`config.mk`:
```
export PLATFORM = sky130hd
export DESIGN_NAME = burst_addr_gen
export DESIGN_NICKNAME = d
export VERILOG_FILES = /design/src/rtl/burst_addr_pkg.sv /design/src/rtl/burst_kind_decode.sv /design/src/rtl/burst_start_check.sv /design/src/rtl/burst_next_addr.sv /design/src/rtl/burst_addr_gen.sv
export SDC_FILE = /design/constraint.sdc
export NUM_CORES = 1
export LEC_CHECK = 0
export CORE_ASPECT_RATIO = 1.75
export CORE_MARGIN = 10
export CORE_UTILIZATION = 53
export CTS_CLUSTER_DIAMETER = 50
export DETAILED_ROUTE_END_ITERATION = 7
export PLACE_DENSITY = 0.85
export SETUP_SLACK_MARGIN = 0.4
export SYNTH_ARGS = -nofsm -noshare
export SYNTH_HDL_FRONTEND = slang
export SYNTH_SLANG_ARGS = --single-unit
```
`constraint.sdc`:
```
create_clock -name clk -period 7.6 [get_ports clk]
set_clock_uncertainty 0.05 [all_clocks]
set_input_delay 1.9 -clock clk [delete_from_list [all_inputs] [get_ports clk]]
set_output_delay 1.9 -clock clk [all_outputs]
set_load 0.01 [all_outputs]
```
`src/rtl/burst_addr_pkg.sv`:
```
package burst_addr_pkg;
   typedef enum logic [2:0] {
      BK_SINGLE = 3'b000,
      BK_INCR   = 3'b001,
      BK_WRAP4  = 3'b010,
      BK_INCR4  = 3'b011,
      BK_WRAP8  = 3'b100,
      BK_INCR8  = 3'b101,
      BK_WRAP16 = 3'b110,
      BK_INCR16 = 3'b111
   } burst_kind_e;

   localparam int BEAT_W = 5;   // holds beat counts 0..16
   localparam int CNT_W  = 4;   // beat index 0..15
endpackage

```
`src/rtl/burst_kind_decode.sv`:
```
module burst_kind_decode
   import burst_addr_pkg::*;
(
   input  logic [2:0]        kind,
   output logic [BEAT_W-1:0] beats,
   output logic              is_wrap,
   output logic              is_fixed,
   output logic              is_incr_fixed
);
   always_comb begin
      beats         = '0;
      is_wrap       = 1'b0;
      is_fixed      = 1'b1;
      is_incr_fixed = 1'b0;
      case (burst_kind_e'(kind))
         BK_SINGLE: beats = BEAT_W'(1);
         BK_INCR:   is_fixed = 1'b0;
         BK_WRAP4:  begin beats = BEAT_W'(4);  is_wrap = 1'b1; end
         BK_INCR4:  begin beats = BEAT_W'(4);  is_incr_fixed = 1'b1; end
         BK_WRAP8:  begin beats = BEAT_W'(8);  is_wrap = 1'b1; end
         BK_INCR8:  begin beats = BEAT_W'(8);  is_incr_fixed = 1'b1; end
         BK_WRAP16: begin beats = BEAT_W'(16); is_wrap = 1'b1; end
         default:   begin beats = BEAT_W'(16); is_incr_fixed = 1'b1; end
      endcase
   end
endmodule

```
`src/rtl/burst_start_check.sv`:
```
module burst_start_check
   import burst_addr_pkg::*;
#(
   parameter int MAX_SIZE    = 2,
   parameter int BOUND_BITS  = 10,
   parameter bit BOUND_CHECK = 1'b1,
   localparam int MASK_W     = MAX_SIZE + 4,
   localparam int LOW_W      = (BOUND_BITS > MASK_W) ? BOUND_BITS : MASK_W
)(
   input  logic [LOW_W-1:0]  addr_low,
   input  logic [2:0]        size,
   input  logic [BEAT_W-1:0] beats,
   input  logic              is_incr_fixed,
   output logic              align_bad,
   output logic              bound_bad,
   output logic [MASK_W-1:0] win_mask
);
   localparam int SPAN_W = MASK_W + 1;
   localparam int SUM_W  = LOW_W + 2;

   logic              size_ok;
   logic [MASK_W-1:0] bytes_m;
   logic [SPAN_W-1:0] span;

   assign size_ok   = (int'(size) <= MAX_SIZE);
   assign bytes_m   = size_ok ? (MASK_W'(1) << size) : '0;
   assign align_bad = !size_ok || ((addr_low[MASK_W-1:0] & (bytes_m - MASK_W'(1))) != '0);
   assign span      = SPAN_W'(bytes_m) * SPAN_W'(beats);
   // window is a power of two; a full-width window gives an all-ones mask
   assign win_mask  = span[MASK_W-1:0] - MASK_W'(1);

   generate
      if (BOUND_CHECK) begin : g_bound
         logic [SUM_W-1:0] end_off;
         assign end_off   = SUM_W'(addr_low[BOUND_BITS-1:0]) + SUM_W'(span);
         assign bound_bad = is_incr_fixed && (end_off > SUM_W'(2 ** BOUND_BITS));
      end else begin : g_nobound
         assign bound_bad = 1'b0;
      end
   endgenerate
endmodule

```
`src/rtl/burst_next_addr.sv`:
```
module burst_next_addr #(
   parameter int AW       = 32,
   parameter int MAX_SIZE = 2,
   localparam int MASK_W  = MAX_SIZE + 4
)(
   input  logic [AW-1:0]     cur,
   input  logic [2:0]        size,
   input  logic [MASK_W-1:0] win_mask,
   input  logic              is_wrap,
   output logic [AW-1:0]     nxt
);
   logic [AW-1:0] step, incr, mask_ext;

   assign step     = AW'(1) << size;
   assign incr     = cur + step;
   assign mask_ext = AW'(win_mask);
   assign nxt      = is_wrap ? ((cur & ~mask_ext) | (incr & mask_ext)) : incr;
endmodule

```
`src/rtl/burst_addr_gen.sv`:
```
module burst_addr_gen
   import burst_addr_pkg::*;
#(
   parameter int AW          = 32,
   parameter int MAX_SIZE    = 2,
   parameter int BOUND_BITS  = 10,
   parameter bit BOUND_CHECK = 1'b1
)(
   input  logic          clk,
   input  logic          rst_n,
   input  logic          start,
   input  logic [AW-1:0] start_addr,
   input  logic [2:0]    burst_type,
   input  logic [2:0]    xfer_size,
   input  logic          advance,
   input  logic          ready,
   input  logic          stop,
   output logic [AW-1:0] addr,
   output logic          busy,
   output logic          last_beat,
   output logic          align_err,
   output logic          bound_err
);
   localparam int MASK_W = MAX_SIZE + 4;
   localparam int LOW_W  = (BOUND_BITS > MASK_W) ? BOUND_BITS : MASK_W;

   generate
      if (AW <= LOW_W) begin : g_bad_aw
         $error("burst_addr_gen: AW must exceed the page and window widths");
      end
      if (MAX_SIZE < 0 || MAX_SIZE > 7) begin : g_bad_size
         $error("burst_addr_gen: MAX_SIZE out of range 0..7");
      end
   endgenerate

   logic [BEAT_W-1:0] dec_beats;
   logic              dec_wrap, dec_fixed, dec_incr_fixed;
   logic              align_bad, bound_bad;
   logic [MASK_W-1:0] new_mask;
   logic [AW-1:0]     nxt_addr;

   logic [AW-1:0]     addr_q;
   logic [2:0]        size_q;
   logic [BEAT_W-1:0] beats_q;
   logic [CNT_W-1:0]  cnt_q;
   logic [MASK_W-1:0] mask_q;
   logic              wrap_q, fixed_q, busy_q, align_q, bound_q;
   logic              accept;

   burst_kind_decode u_dec (
      .kind          (burst_type),
      .beats         (dec_beats),
      .is_wrap       (dec_wrap),
      .is_fixed      (dec_fixed),
      .is_incr_fixed (dec_incr_fixed)
   );

   burst_start_check #(
      .MAX_SIZE    (MAX_SIZE),
      .BOUND_BITS  (BOUND_BITS),
      .BOUND_CHECK (BOUND_CHECK)
   ) u_chk (
      .addr_low      (start_addr[LOW_W-1:0]),
      .size          (xfer_size),
      .beats         (dec_beats),
      .is_incr_fixed (dec_incr_fixed),
      .align_bad     (align_bad),
      .bound_bad     (bound_bad),
      .win_mask      (new_mask)
   );

   burst_next_addr #(
      .AW       (AW),
      .MAX_SIZE (MAX_SIZE)
   ) u_nxt (
      .cur      (addr_q),
      .size     (size_q),
      .win_mask (mask_q),
      .is_wrap  (wrap_q),
      .nxt      (nxt_addr)
   );

   // priority: start, then stop, then beat acceptance
   assign accept    = busy_q && advance && ready && !start && !stop;
   assign last_beat = busy_q && fixed_q && (BEAT_W'(cnt_q) == beats_q - BEAT_W'(1));

   always_ff @(posedge clk) begin
      if (!rst_n) begin
         addr_q  <= '0;
         size_q  <= '0;
         beats_q <= '0;
         cnt_q   <= '0;
         mask_q  <= '0;
         wrap_q  <= 1'b0;
         fixed_q <= 1'b0;
         busy_q  <= 1'b0;
         align_q <= 1'b0;
         bound_q <= 1'b0;
      end else if (start) begin
         addr_q  <= start_addr;
         size_q  <= xfer_size;
         beats_q <= dec_beats;
         cnt_q   <= '0;
         mask_q  <= new_mask;
         wrap_q  <= dec_wrap;
         fixed_q <= dec_fixed;
         align_q <= align_bad;
         bound_q <= bound_bad;
         busy_q  <= !(align_bad || bound_bad);
      end else if (busy_q && stop) begin
         busy_q <= 1'b0;
      end else if (accept) begin
         addr_q <= nxt_addr;
         cnt_q  <= cnt_q + CNT_W'(1);
         if (last_beat) busy_q <= 1'b0;
      end
   end

   assign addr      = addr_q;
   assign busy      = busy_q;
   assign align_err = align_q;
   assign bound_err = bound_q;

   // a start loads the requested address
   p_start_load_r2: assert property (@(posedge clk) disable iff (!rst_n)
      start |=> addr_q == $past(start_addr));

   // incrementing step equals the beat size
   p_incr_step_r3: assert property (@(posedge clk) disable iff (!rst_n)
      (accept && !wrap_q) |=> addr_q == $past(addr_q) + (AW'(1) << $past(size_q)));

   // wrapping keeps every bit above the window
   p_wrap_window_r4: assert property (@(posedge clk) disable iff (!rst_n)
      (accept && wrap_q) |=> ((addr_q ^ $past(addr_q)) & ~AW'($past(mask_q))) == '0);

   // no accepted beat, no address movement
   p_hold_r5: assert property (@(posedge clk) disable iff (!rst_n)
      (!start && !accept) |=> $stable(addr_q));

   // taking the final beat ends the burst
   p_last_end_r6: assert property (@(posedge clk) disable iff (!rst_n)
      (last_beat && accept) |=> !busy_q);

   // stop ends a running burst
   p_stop_end_r7: assert property (@(posedge clk) disable iff (!rst_n)
      (busy_q && stop && !start) |=> !busy_q);

   // a rejected request never runs
   p_err_idle_r8: assert property (@(posedge clk) disable iff (!rst_n)
      (align_q || bound_q) |-> !busy_q);
endmodule

```
=== Word-level counts from Yosys, hierarchy flattened ===
Cells that the tools add are included.

* Register bits: 55
* Input port bits: 44
* Output and inout bits: 36
* Word-level logic and storage cells: 76

* Add/subtract/negate cells: 6
* $mul: 1
* $lt $le $gt $ge: 2
* Eq/ne operators: 8
* Shifts and indexed selects: 2
* Multiplexer cells: 13
* Bitwise logic cells: 7
* Reductions and logical operators: 27

{| class="wikitable"
|+ Operators with widths
! operator !! count
|-
| 32-bit 2-to-1 mux || 4
|-
| 32-bit adder || 1
|-
| 32-bit bitwise AND || 1
|-
| 32-bit by 6-bit bitwise AND with 32-bit output || 1
|-
| 6-bit inverter with 32-bit output || 1
|-
| 32-bit bitwise OR || 1
|-
| 1-bit by 3-bit << shifter with 32-bit output, first input constant || 1
|-
| 5-bit one-hot mux with 4 select lines || 1
|-
| 12-bit by 11-bit greater-than comparator with 1-bit output, second input constant || 1
|-
| 6-bit by 1-bit subtractor with 6-bit output, second input constant || 2
|-
| 10-bit by 7-bit adder with 11-bit output || 1
|-
| 3-bit == test, second input constant || 3
|-
| 1-bit logical AND || 8
|-
| 6-bit by 5-bit multiplier with 7-bit output || 1
|-
| 1-bit 2-to-1 mux || 7
|-
| 6-bit bitwise AND || 1
|-
| 3-bit by 2-bit == test with 1-bit output, second input constant || 2
|-
| 6-bit 2-to-1 mux || 1
|-
| 2-bit AND reduction || 3
|-
| 3-bit nonzero test || 2
|-
| 6-bit nonzero test || 1
|-
| 2-bit OR reduction || 3
|-
| 1-bit by 3-bit << shifter with 6-bit output, first input constant || 1
|-
| 4-bit by 5-bit == test with 1-bit output || 1
|-
| 12 further kinds || 17
|}

=== Longest topological paths before layout ===
Gate-level depths: netlist of run 1.

* Depth after elaboration: 10
* Depth in mapped cells: 18

=== By module ===
A second synthesis of run 1 with hierarchy kept.

* Cells, all modules: 503
* Area total of the unflattened synthesis: 4561.9 um^2

{| class="wikitable"
|+ By module, submodules not included
! module !! times used !! cells an instance !! area an instance (um^2) !! sequential area each (um^2)
|-
| burst_addr_gen || 1 || 245 || 2433.6 || 1101.1
|-
| burst_next_addr || 1 || 140 || 1152.4 || 0.0
|-
| burst_start_check || 1 || 109 || 910.9 || 0.0
|-
| burst_kind_decode || 1 || 9 || 65.1 || 0.0
|}

=== Worst setup path before layout of run 1 ===
No wires, ideal clock.

* Kind: input-to-reg
* Start: in xfer_size[1]
* End: reg bound_q, in the netlist bound_err
* Setup time: 0.117 ns
* Data arrival time: 5.837 ns
* Slack: 1.595 ns
* Stages: 15
* Buffers on the path: 1
* Cells stage by stage: clkbuf_1 -> nor3b_1 -> nand2_1 -> fa_1 -> inv_1 -> ha_1 -> fa_1 -> ha_1 -> xor2_1 -> ha_1 -> or2_2 -> nor2_1 -> nor3_1 -> or4_1 -> a32o_1

* Word-level cells in the longest chain between the ends: 6
* Elaborated cells on any way between the ends: 7
* Those cells by class: add/sub: 1; mul: 1; order compare: 2; shift: 1; mux: 1; reduce/logical: 1

{| class="wikitable"
|+ RTL lines
! item !! RTL line !! RTL
|-
| start: declaration || burst_addr_gen.sv:14 || <nowiki>input logic [2:0] xfer_size,</nowiki>
|-
| 3-bit by 2-bit <= comparator with 1-bit output or 1-bit by 3-bit << shifter with 6-bit output (tied branches) || burst_start_check.sv:25, burst_start_check.sv:26 ||
|-
| 6-bit 2-to-1 mux * || burst_start_check.sv:26 || <nowiki>assign bytes_m = size_ok ? (MASK_W'(1) << size) : '0;</nowiki>
|-
| 6-bit by 5-bit multiplier with 7-bit output * || burst_start_check.sv:28 || <nowiki>assign span = SPAN_W'(bytes_m) * SPAN_W'(beats);</nowiki>
|-
| 10-bit by 7-bit adder with 11-bit output * || burst_start_check.sv:35 || <nowiki>assign end_off = SUM_W'(addr_low[BOUND_BITS-1:0]) + SUM_W'(span);</nowiki>
|-
| 12-bit by 11-bit greater-than comparator with 1-bit output * || burst_start_check.sv:36 || <nowiki>assign bound_bad = is_incr_fixed && (end_off > SUM_W'(2 ** BOUND_BITS));</nowiki>
|-
| 1-bit logical AND * || burst_start_check.sv:36 ||
|-
| end signal: assignment || burst_addr_gen.sv:108 || <nowiki>bound_q <= bound_bad;</nowiki>
|-
| end: declaration || burst_addr_gen.sv:47 || <nowiki>logic wrap_q, fixed_q, busy_q, align_q, bound_q;</nowiki>
|}

Mark *: on every way between the ends. The rest lies on a longest branch, timed or not.
A chain may end at the register's enable or synchronous reset.

=== Worst setup path after layout of run 1 ===
Ends and elaborated chain as after synthesis.

==> flow_summary_export.csv, run 1 <==
group,metric,value,unit
die,start_util,54.9,%
die,rows,41,
detailed_routing,vias_per_cell,6.45,
clocking,cts_max_level,2,
setup_path,startpoint,"xfer_size[1]",
logic_synthesis,synth_area_leaders,"dfxtp_1 27%, ha_1 8.4%, nor2_1 5.1%",
clocking,post_cts_buffers,0,
logic_synthesis,async_flop_share,0,%
power,p_seq_share,43.4,%
setup_path,r2r-start,"size_q[0]$_SDFFE_PN0P_",
logic_synthesis,synth_edf_count,0,
logic_synthesis,synth-seq-cells,54,
setup_path,worstSetupStartpointType,"input pin",
final_layout,fin_nets,657,
power,p_int,520,µW
logic_synthesis,synth_ff_type,"dfxtp_1",
detailed_routing,wl_per_cell,18.9,µm
final_layout,diodes,0,
final_layout,layout_common_cells,"79 x clkdlybuf4s50_1, 54 x nor2_1, 54 x dfxtp_1",
detailed_routing,drtIter0Drc,351,
setup_path,r2r_end,"addr[24]$_SDFFE_PN0P_",
power,power.density,149,mW/mm²
setup_path,crit_cells,15,
timing,slew_violations,0,
logic_synthesis,avgSynthCellArea,7.76,µm²
final_layout,final.fill_count,620,
timing,setup_viol,0,
timing,tightest_slew,1.16,ns
setup_path,cp.arrival,6.61,ns
die,ios,80,
final_layout,drive_above_1_share,3.96,%
setup_path,worst_setup_path_end_kind,"flop",
timing,postLayoutSetupSlackWorst,1.14,ns
final_layout,final_common_cell,"clkdlybuf4s50_1",
logic_synthesis,yosysSeqAreaShare,27.0,%
die,die-area,0.0116,mm²
place,dp_hpwl,9500,µm
die,die_width,85.7,µm
global_routing,grt_pass1_vias,4210,
detailed_routing,drc_errors,0,
global_routing,grt_use_total,21.2,%
global_routing,grt_pass1_wl,20400,µm
clocking,clock_sinks,54,
setup_path,crit_fanout,10,
timing,slew-limit-headroom,21.8,%
timing,grt_setup_unrepaired,"false",
power,power.share.clock,33.1,%
setup_path,crit_slowest_cell,"clkdlybuf4s50_1",
logic_synthesis,netlist.area_leader.share,27.0,%
power,power,744,µW
power,switchingPower,224,µW
die,die_height,135,µm
clocking,cts_root_buffer,"clkbuf_16",
clocking,cts_tree,"done",
timing,setup-tns-final,0,ns
power,vdd_ir_drop_max,0.0874,mV
logic_synthesis,yosys_warnings,0,
final_layout,final_util,68.5,%
clocking,clock_latency,0.30,ns
final_layout,area_growth,24.7,%
detailed_routing,firstDrtPassIters,5,
setup_path,crit_type,"input pin to flop",
place,numPortBuffers,79,
power,switching_share,30.1,%
setup_path,crit_chain,"clkdlybuf4s50_1 > nand2b_1 > or3_1 > fa_1 > inv_1 > ha_1 > ha_1 > fa_1 > ha_1 > o21ai_0 > a21oi_1 > o311a_1 > nor3_1 > or4_1 > a32o_1",
global_routing,grt_max_degree,47,
detailed_routing,ant_nets,0,
timing,hold_viol_final,0,
clocking,clockBufferDepth,2,
clocking,path_clk_slew,0.07,ns
setup_path,cp_slowest_stage_delay,0.58,ns
power,p_leak,0.00189,µW
die,core,0.00728,mm²
clocking,holdBufCountCts,0,
global_routing,grt_overflow_total,0,
worst_hold_path,holdPathStages,2,
setup_path,endpoint,"bound_err$_SDFFE_PN0P_",
worst_hold_path,hp-class,"flop to flop",
setup_path,r2r_slack,3.79,ns
place,preCtsSetupSlack,0.893,ns
logic_synthesis,netlist.top_cell.by_area,"dfxtp_1",
setup_path,critPathRequiredTime,7.74,ns
power,comb_power_share,23.5,%
clocking,cts_buffers,5,
run_status,status,"finished clean",
setup_path,ff2ff_path_depth,8,
timing,fmax,155,MHz
place,gp_congestion,0.912,
setup_path,crit_buf_inv,2,
timing,final.min_clock_period,6.46,ns
global_routing,grt_antenna_before_repair,0,
logic_synthesis,yosysUniqueCellTypes,60,
setup_path,cp_top_family,"adder cells",
flow_run,maxCapViolations,0,
detailed_routing,vias,4300,
timing,fin_crit_sh,85.0,%
logic_synthesis,synthCells,515,
setup_path,crit_top_cell,"ha_1",
logic_synthesis,syn_area,0.00400,mm²
clocking,cts_resized,0,
detailed_routing,drt-total-wl,12600,µm
kinds of logic (layout without fill, tap and decap cells):
group | count (synthesis) | count (layout) | synth area share, %
flip-flops | 54 | 54 | 27.0
other | 2 | 4 | 0.188
buffers and inverters | 51 | 115 | 4.82
XOR/XNOR | 20 | 20 | 4.38
AND/OR/NAND/NOR | 215 | 215 | 27.7
AO/OA/AOI/OAI | 124 | 124 | 20.4
multiplexers | 16 | 16 | 4.00
adder cells (fa/ha/maj) | 33 | 33 | 11.5
cell type report:
| type | count | area (µm²) | area share [%] |
|---|---|---|---|
| multi-input combinational | 412 | 2730 | 54.8 |
| tap | 86 | 108 | 2.16 |
| inverter | 24 | 90.1 | 1.81 |
| clock inverter | 2 | 16.3 | 0.326 |
| sequential | 54 | 1080 | 21.7 |
| timing repair buffer | 83 | 821 | 16.5 |
| clock buffer | 6 | 139 | 2.78 |
worst register-to-register path, cell delays in order, from the launching register on:
cell and delay (ns):
dfxtp_1 0.51, or3b_2 0.53, fa_1 0.43, nor2b_1 0.26
o31ai_1 0.16, a211o_1 0.38, nor4_1 0.86, a41oi_1 0.21
o311a_1 0.33
through the flow:
stage | std cells | hold slack, ns | cell area, µm²
after floorplan | 517 | 0.403 | 4010
after global placement | 659 | 0.423 | 4830
after detailed placement | 659 | 0.431 | 4830
after CTS | 667 | 0.444 | 4990
after global routing | 667 | 0.486 | 4990
final | 667 | 0.440 | 4990
cells in the mapped netlist, drive strengths merged (14+ instances only):
master and number:
xnor2 14, ha 27, dfxtp 54, nor3 23, inv 24, nand2 48, mux2i 16, clkbuf 26
nor2 54, nand3 14, a21oi 23, o21ai 29
worst min path at each step:
stage | slack, ns | start | to
6_report | 0.44 | mask_q[0]$_SDFFE_PN0P_ | mask_q[0]$_SDFFE_PN0P_
2_1_floorplan | 0.40 | mask_q[1]$_SDFFE_PN0P_ | mask_q[1]$_SDFFE_PN0P_
3_5_place_dp | 0.43 | mask_q[3]$_SDFFE_PN0P_ | mask_q[3]$_SDFFE_PN0P_
3_3_place_gp | 0.42 | mask_q[1]$_SDFFE_PN0P_ | mask_q[1]$_SDFFE_PN0P_
5_1_grt | 0.49 | beats_q[4]$_SDFFE_PN0P_ | beats_q[4]$_SDFFE_PN0P_
4_1_cts | 0.44 | mask_q[0]$_SDFFE_PN0P_ | mask_q[0]$_SDFFE_PN0P_
layer usage:
layer,up-vias,share of wire (%),GRT usage [%]
met4,0,5.3,13.3
met2,224,52,38.5
met1,2007,35,21.0
met3,63,7.6,4.70
li1,2006,-,-
met5,-,0,0
power by group through the flow:
stage          registers (µW)  logic (µW)  clock network [µW]
2_1_floorplan             327        96.0                   0
3_3_place_gp              327         167                   0
3_5_place_dp              328         173                   0
4_1_cts                   322         174                 244
5_1_grt                   325         192                 253
6_report                  323         175                 246
Power figures use the tool's default switching activity.
==> run 2: changes to the inputs <==
--- a/config.mk
+++ b/config.mk
@@ -5,7 +5,7 @@
 export SDC_FILE = /design/constraint.sdc
 export NUM_CORES = 1
 export LEC_CHECK = 0
-export CORE_ASPECT_RATIO = 1.75
+export CORE_ASPECT_RATIO = 1.4
 export CORE_MARGIN = 10
 export CORE_UTILIZATION = 53
 export CTS_CLUSTER_DIAMETER = 50
==> flow_summary_export.csv, run 2 (synthesis gave the netlist of run 1 again) <==
group,metric,value,unit
run_status,status,"finished clean",
timing,slew-limit-headroom,24.7,%
clocking,clockBufferDepth,2,
worst_hold_path,hp-class,"flop to flop",
global_routing,grt_use_total,20.8,%
final_layout,final.fill_count,599,
global_routing,grt_pass1_wl,19700,µm
final_layout,layout_common_cells,"79 x clkdlybuf4s50_1, 54 x nor2_1, 54 x dfxtp_1",
place,numPortBuffers,79,
setup_path,worst_setup_path_end_kind,"flop",
timing,setup-tns-final,0,ns
place,preCtsSetupSlack,0.825,ns
detailed_routing,wl_per_cell,18.0,µm
timing,grt_setup_unrepaired,"false",
power,vdd_ir_drop_max,0.0870,mV
timing,final.min_clock_period,6.45,ns
global_routing,grt_overflow_total,0,
clocking,cts_max_level,2,
die,die_height,123,µm
final_layout,area_growth,24.3,%
final_layout,multiInputGateArea,0.00273,mm²
die,core,0.00736,mm²
final_layout,diodes,0,
setup_path,crit_type,"input pin to flop",
setup_path,crit_top_cell,"ha_1",
power,power.density,142,mW/mm²
timing,tightest_slew,1.12,ns
setup_path,worstSetupStartpointType,"input pin",
setup_path,cp.arrival,6.62,ns
global_routing,met1_usage,23.1,%
power,p_leak,0.00188,µW
clocking,clock_latency,0.33,ns
detailed_routing,vias,4193,
die,die-area,0.0115,mm²
global_routing,grt_max_degree,47,
setup_path,cp_top_family,"adder cells",
global_routing,grt_busiest_layer,"met2",
setup_path,crit_fanout,10,
clocking,cts_tree,"done",
clocking,clock_sinks,54,
setup_path,crit_buf_inv,2,
timing,hold_viol_final,0,
timing,fmax,155,MHz
global_routing,grt_pass1_vias,4087,
clocking,cts_resized,0,
die,start_util,54.3,%
detailed_routing,firstDrtPassIters,5,
die,rows,37,
die,die_width,93.4,µm
setup_path,cp_slowest_stage_delay,0.66,ns
clocking,cts_buffers,5,
place,dp_hpwl,9280,µm
detailed_routing,ant_nets,0,
global_routing,grt_antenna_before_repair,0,
final_layout,stdcell_area,0.00497,mm²
timing,slew_violations,0,
final_layout,final_util,67.5,%
clocking,path_clk_slew,0.11,ns
final_layout,area.sequential,0.00108,mm²
global_routing,gr-usage-met2,37.3,%
die,ios,80,
timing,postLayoutSetupSlackWorst,1.15,ns
global_routing,met3_usage,4.28,%
detailed_routing,drt-total-wl,12200,µm
final_layout,drive_above_1_share,4.12,%
setup_path,crit_slowest_cell,"clkdlybuf4s50_1",
clocking,post_cts_buffers,0,
final_layout,fin_nets,658,
clocking,holdBufCountCts,0,
detailed_routing,vias_per_cell,6.18,
setup_path,crit_chain,"clkdlybuf4s50_1 > nor3b_1 > nand2_1 > fa_1 > inv_1 > ha_1 > fa_1 > ha_1 > xor2_1 > ha_1 > or2_2 > nor2_1 > nor3_1 > or4_1 > a32o_1",
flow_run,maxCapViolations,0,
timing,fin_crit_sh,84.8,%
timing,setup_viol,0,
detailed_routing,drtIter0Drc,398,
detailed_routing,drc_errors,0,
final_layout,final_common_cell,"clkdlybuf4s50_1",
setup_path,critPathRequiredTime,7.78,ns
clocking,cts_root_buffer,"clkbuf_8",
place,placed_area,0.00485,mm²
place,gp_congestion,0.917,
-- run 2: changes by cell type in the layout (fill, tap and decap cells not counted) --
cell       delta
clkbuf_8      +4
buf_4         +1
inv_6         -1
inv_8         +1
bufinv_16     +1
clkbuf_16     -5
-- run 2: path summary, 6_finish.rpt --
path / from / endpoint / slack [ns] / cells past startpoint
worst max-delay path: xfer_size[1] / bound_err$_SDFFE_PN0P_ / 1.15 / 15
worst min-delay path: mask_q[3]$_SDFFE_PN0P_ / mask_q[3]$_SDFFE_PN0P_ / 0.44 / 2
worst max register to register: size_q[0]$_SDFFE_PN0P_ / addr[24]$_SDFFE_PN0P_ / 4.05 / 8
worst min register to register: mask_q[3]$_SDFFE_PN0P_ / mask_q[3]$_SDFFE_PN0P_ / 0.44 / 2
-- run 2: worst min-delay path, delay by kind of cell (launching register included) --
| kind | cells | cell delay [ns] |
|---|---|---|
| compound gates | 1 | 0.05 |
| simple gates | 1 | 0.08 |
| flops | 1 | 0.32 |
-- run 2: per-stage QoR --
step,hold WS [ns],std cells,power (µW)
finish,0.438,679,706
global route,0.478,679,737
CTS,0.439,679,705
detailed placement,0.424,671,500
global placement,0.423,671,495
floorplan,0.403,517,423
-- run 2: final cells by class --
cell class	instances	area share [%]
Multi-Input combinational cell	412	55.0
Sequential cell	54	21.7
Timing Repair Buffer	84	16.7
Tap cell	97	2.44
Inverter	24	1.81
Clock buffer	5	1.38
Clock inverter	3	0.982
-- run 2: power breakdown --
group	leakage [µW]	switching [µW]	internal, µW
Combinational	0.00137	87.3	87.1
Clock	0.0000563	108	101
Sequential	0.000446	21.9	301
-- run 2: routing by layer --
layer	share of wire, %	wire length [µm]	vias to the layer above
met5	0	0	-
li1	-	-	2011
met1	38	4710	1932
met2	50	6120	216
met4	3.0	373	0
met3	8.5	1040	34
==> run 3: changes to the inputs <==
==> constraint.sdc (replaced) <==
create_clock -name clk -period 6.7 [get_ports clk]
set_clock_uncertainty 0.05 [all_clocks]
set_input_delay 1.675 -clock clk [delete_from_list [all_inputs] [get_ports clk]]
set_output_delay 1.675 -clock clk [all_outputs]
set_load 0.01 [all_outputs]
==> flow_summary_export.csv, run 3 (synthesis gave the netlist of run 1 again) <==
group,metric,value,unit
run_status,status,"finished clean",
final_layout,final_common_cell,"clkdlybuf4s50_1",
timing,setup_viol,0,
clocking,clockBufferDepth,2,
detailed_routing,wl_met1,4740,µm
power,power.density,160,mW/mm²
clocking,cts_max_level,2,
detailed_routing,vias_per_cell,6.01,
clocking,cts_root_buffer,"clkbuf_8",
die,die_width,93.4,µm
die,start_util,54.3,%
power,p_leak,0.00190,µW
final_layout,fin_nets,660,
detailed_routing,vias,4095,
detailed_routing,wl_per_cell,17.6,µm
place,placed_area,0.00487,mm²
clocking,cts_resized,0,
place,gp_congestion,0.939,
timing,hold_viol_final,0,
final_layout,layout_common_cells,"78 x clkdlybuf4s50_1, 54 x nor2_1, 54 x dfxtp_1",
detailed_routing,dr.max_layer_used,"met4",
timing,slew_violations,0,
final_layout,final.fill_count,598,
timing,fmax,165,MHz
clocking,path_clk_slew,0.10,ns
clocking,post_cts_buffers,0,
global_routing,grt_pass1_vias,4118,
die,core,0.00736,mm²
final_layout,area_growth,25.1,%
clocking,holdBufCountCts,0,
global_routing,grt_pass1_wl,19600,µm
detailed_routing,drtIter0Drc,318,
detailed_routing,firstDrtPassIters,5,
timing,hold_ws,0.441,ns
setup_path,worstSetupStartpointType,"input pin",
global_routing,grt_max_degree,46,
setup_path,cp.arrival,6.23,ns
power,vdd_ir_drop_max,0.111,mV
setup_path,crit_type,"input pin to flop",
detailed_routing,wl_met3,867,µm
worst_hold_path,hp-class,"flop to flop",
die,rows,37,
clocking,cts_tree,"done",
place,placed_cells,673,
global_routing,grt_overflow_total,0,
global_routing,grt_antenna_before_repair,0,
place,numPortBuffers,79,
timing,final.min_clock_period,6.05,ns
die,die-area,0.0115,mm²
timing,tightest_slew,1.21,ns
detailed_routing,ant_nets,0,
clocking,clock_latency,0.33,ns
final_layout,diodes,0,
place,preCtsSetupSlack,0.219,ns
setup_path,critPathRequiredTime,6.88,ns
timing,fin_crit_sh,90.2,%
timing,postLayoutSetupSlackWorst,0.654,ns
flow_run,maxCapViolations,0,
detailed_routing,drc_errors,0,
place,dp_hpwl,9230,µm
die,ios,80,
timing,slew-limit-headroom,18.5,%
detailed_routing,drt-total-wl,12000,µm
global_routing,grt_use_total,20.7,%
timing,grt_setup_unrepaired,"false",
clocking,clock_sinks,54,
final_layout,final_cells,681,
clocking,cts_buffers,5,
detailed_routing,dr_wl_met2,6040,µm
die,die_height,123,µm
final_layout,stdcell_area,0.00500,mm²
final_layout,drive_above_1_share,4.79,%
timing,setup-tns-final,0,ns
setup_path,crit_fanout,7,
setup_path,worst_setup_path_end_kind,"flop",
==> run 3: cell types whose count changed in the layout (fill, tap and decap cells not counted) <==
cell	change
nor3b_1	-1
xor2_1	-1
xor2_2	+1
clkdlybuf4s50_1	-1
buf_4	+2
nor3b_2	+1
dlymetal6s2s_1	+1
==> run 3: cell type report <==
cell class | instances | area [µm²] | area share (%)
Tap cell | 97 | 121 | 2.43
Clock inverter | 3 | 48.8 | 0.976
Inverter | 24 | 90.1 | 1.80
Sequential cell | 54 | 1080 | 21.6
Clock buffer | 5 | 68.8 | 1.38
Multi-Input combinational cell | 412 | 2750 | 54.9
Timing Repair Buffer | 86 | 846 | 16.9
==> run 3: through the flow <==
stage | util, % | power (µW)
2_1_floorplan | - | 480
3_3_place_gp | 66.1 | 562
3_5_place_dp | 66.1 | 568
4_1_cts | 67.7 | 801
5_1_grt | 67.9 | 838
6_report | 67.9 | 801
==> run 3: final timing paths <==
kind                                from                      to  slack [ns]  cells after the start
setup / recovery            xfer_size[2]  bound_err$_SDFFE_PN0P_        0.65                     15
hold / removal    mask_q[0]$_SDFFE_PN0P_  mask_q[0]$_SDFFE_PN0P_        0.44                      2
setup reg to reg  size_q[0]$_SDFFE_PN0P_   addr[26]$_SDFFE_PN0P_        3.04                      8
hold reg to reg   mask_q[0]$_SDFFE_PN0P_  mask_q[0]$_SDFFE_PN0P_        0.44                      2
==> run 3: critical path, cell delays in order <==
cell and delay, ns:
clkdlybuf4s50_1 0.52, nand2b_1 0.24, or3_1 0.36, fa_1 0.52, inv_1 0.04, ha_1 0.28, ha_1 0.34, fa_1 0.48
xor2_2 0.25, ha_1 0.29, or2_2 0.30, nor2_1 0.11, nor3_1 0.05, or4_1 0.56, a32o_1 0.23
==> run 3: power breakdown <==
group | internal, µW | leakage, µW | total, µW | switching [µW]
Sequential | 341 | 0.000446 | 365 | 24.4
Combinational | 99.7 | 0.00139 | 199 | 98.8
Clock | 114 | 0.0000563 | 238 | 123
Total | 555 | 0.00190 | 801 | 247
==> run 3: per-layer routing <==
| layer | GRT usage (%) | vias to the layer above |
|---|---|---|
| met1 | 23.3 | 1885 |
| met4 | 8.22 | 0 |
| li1 | - | 2007 |
| met3 | 4.22 | 27 |
| met2 | 36.9 | 176 |
| met5 | 0 | - |
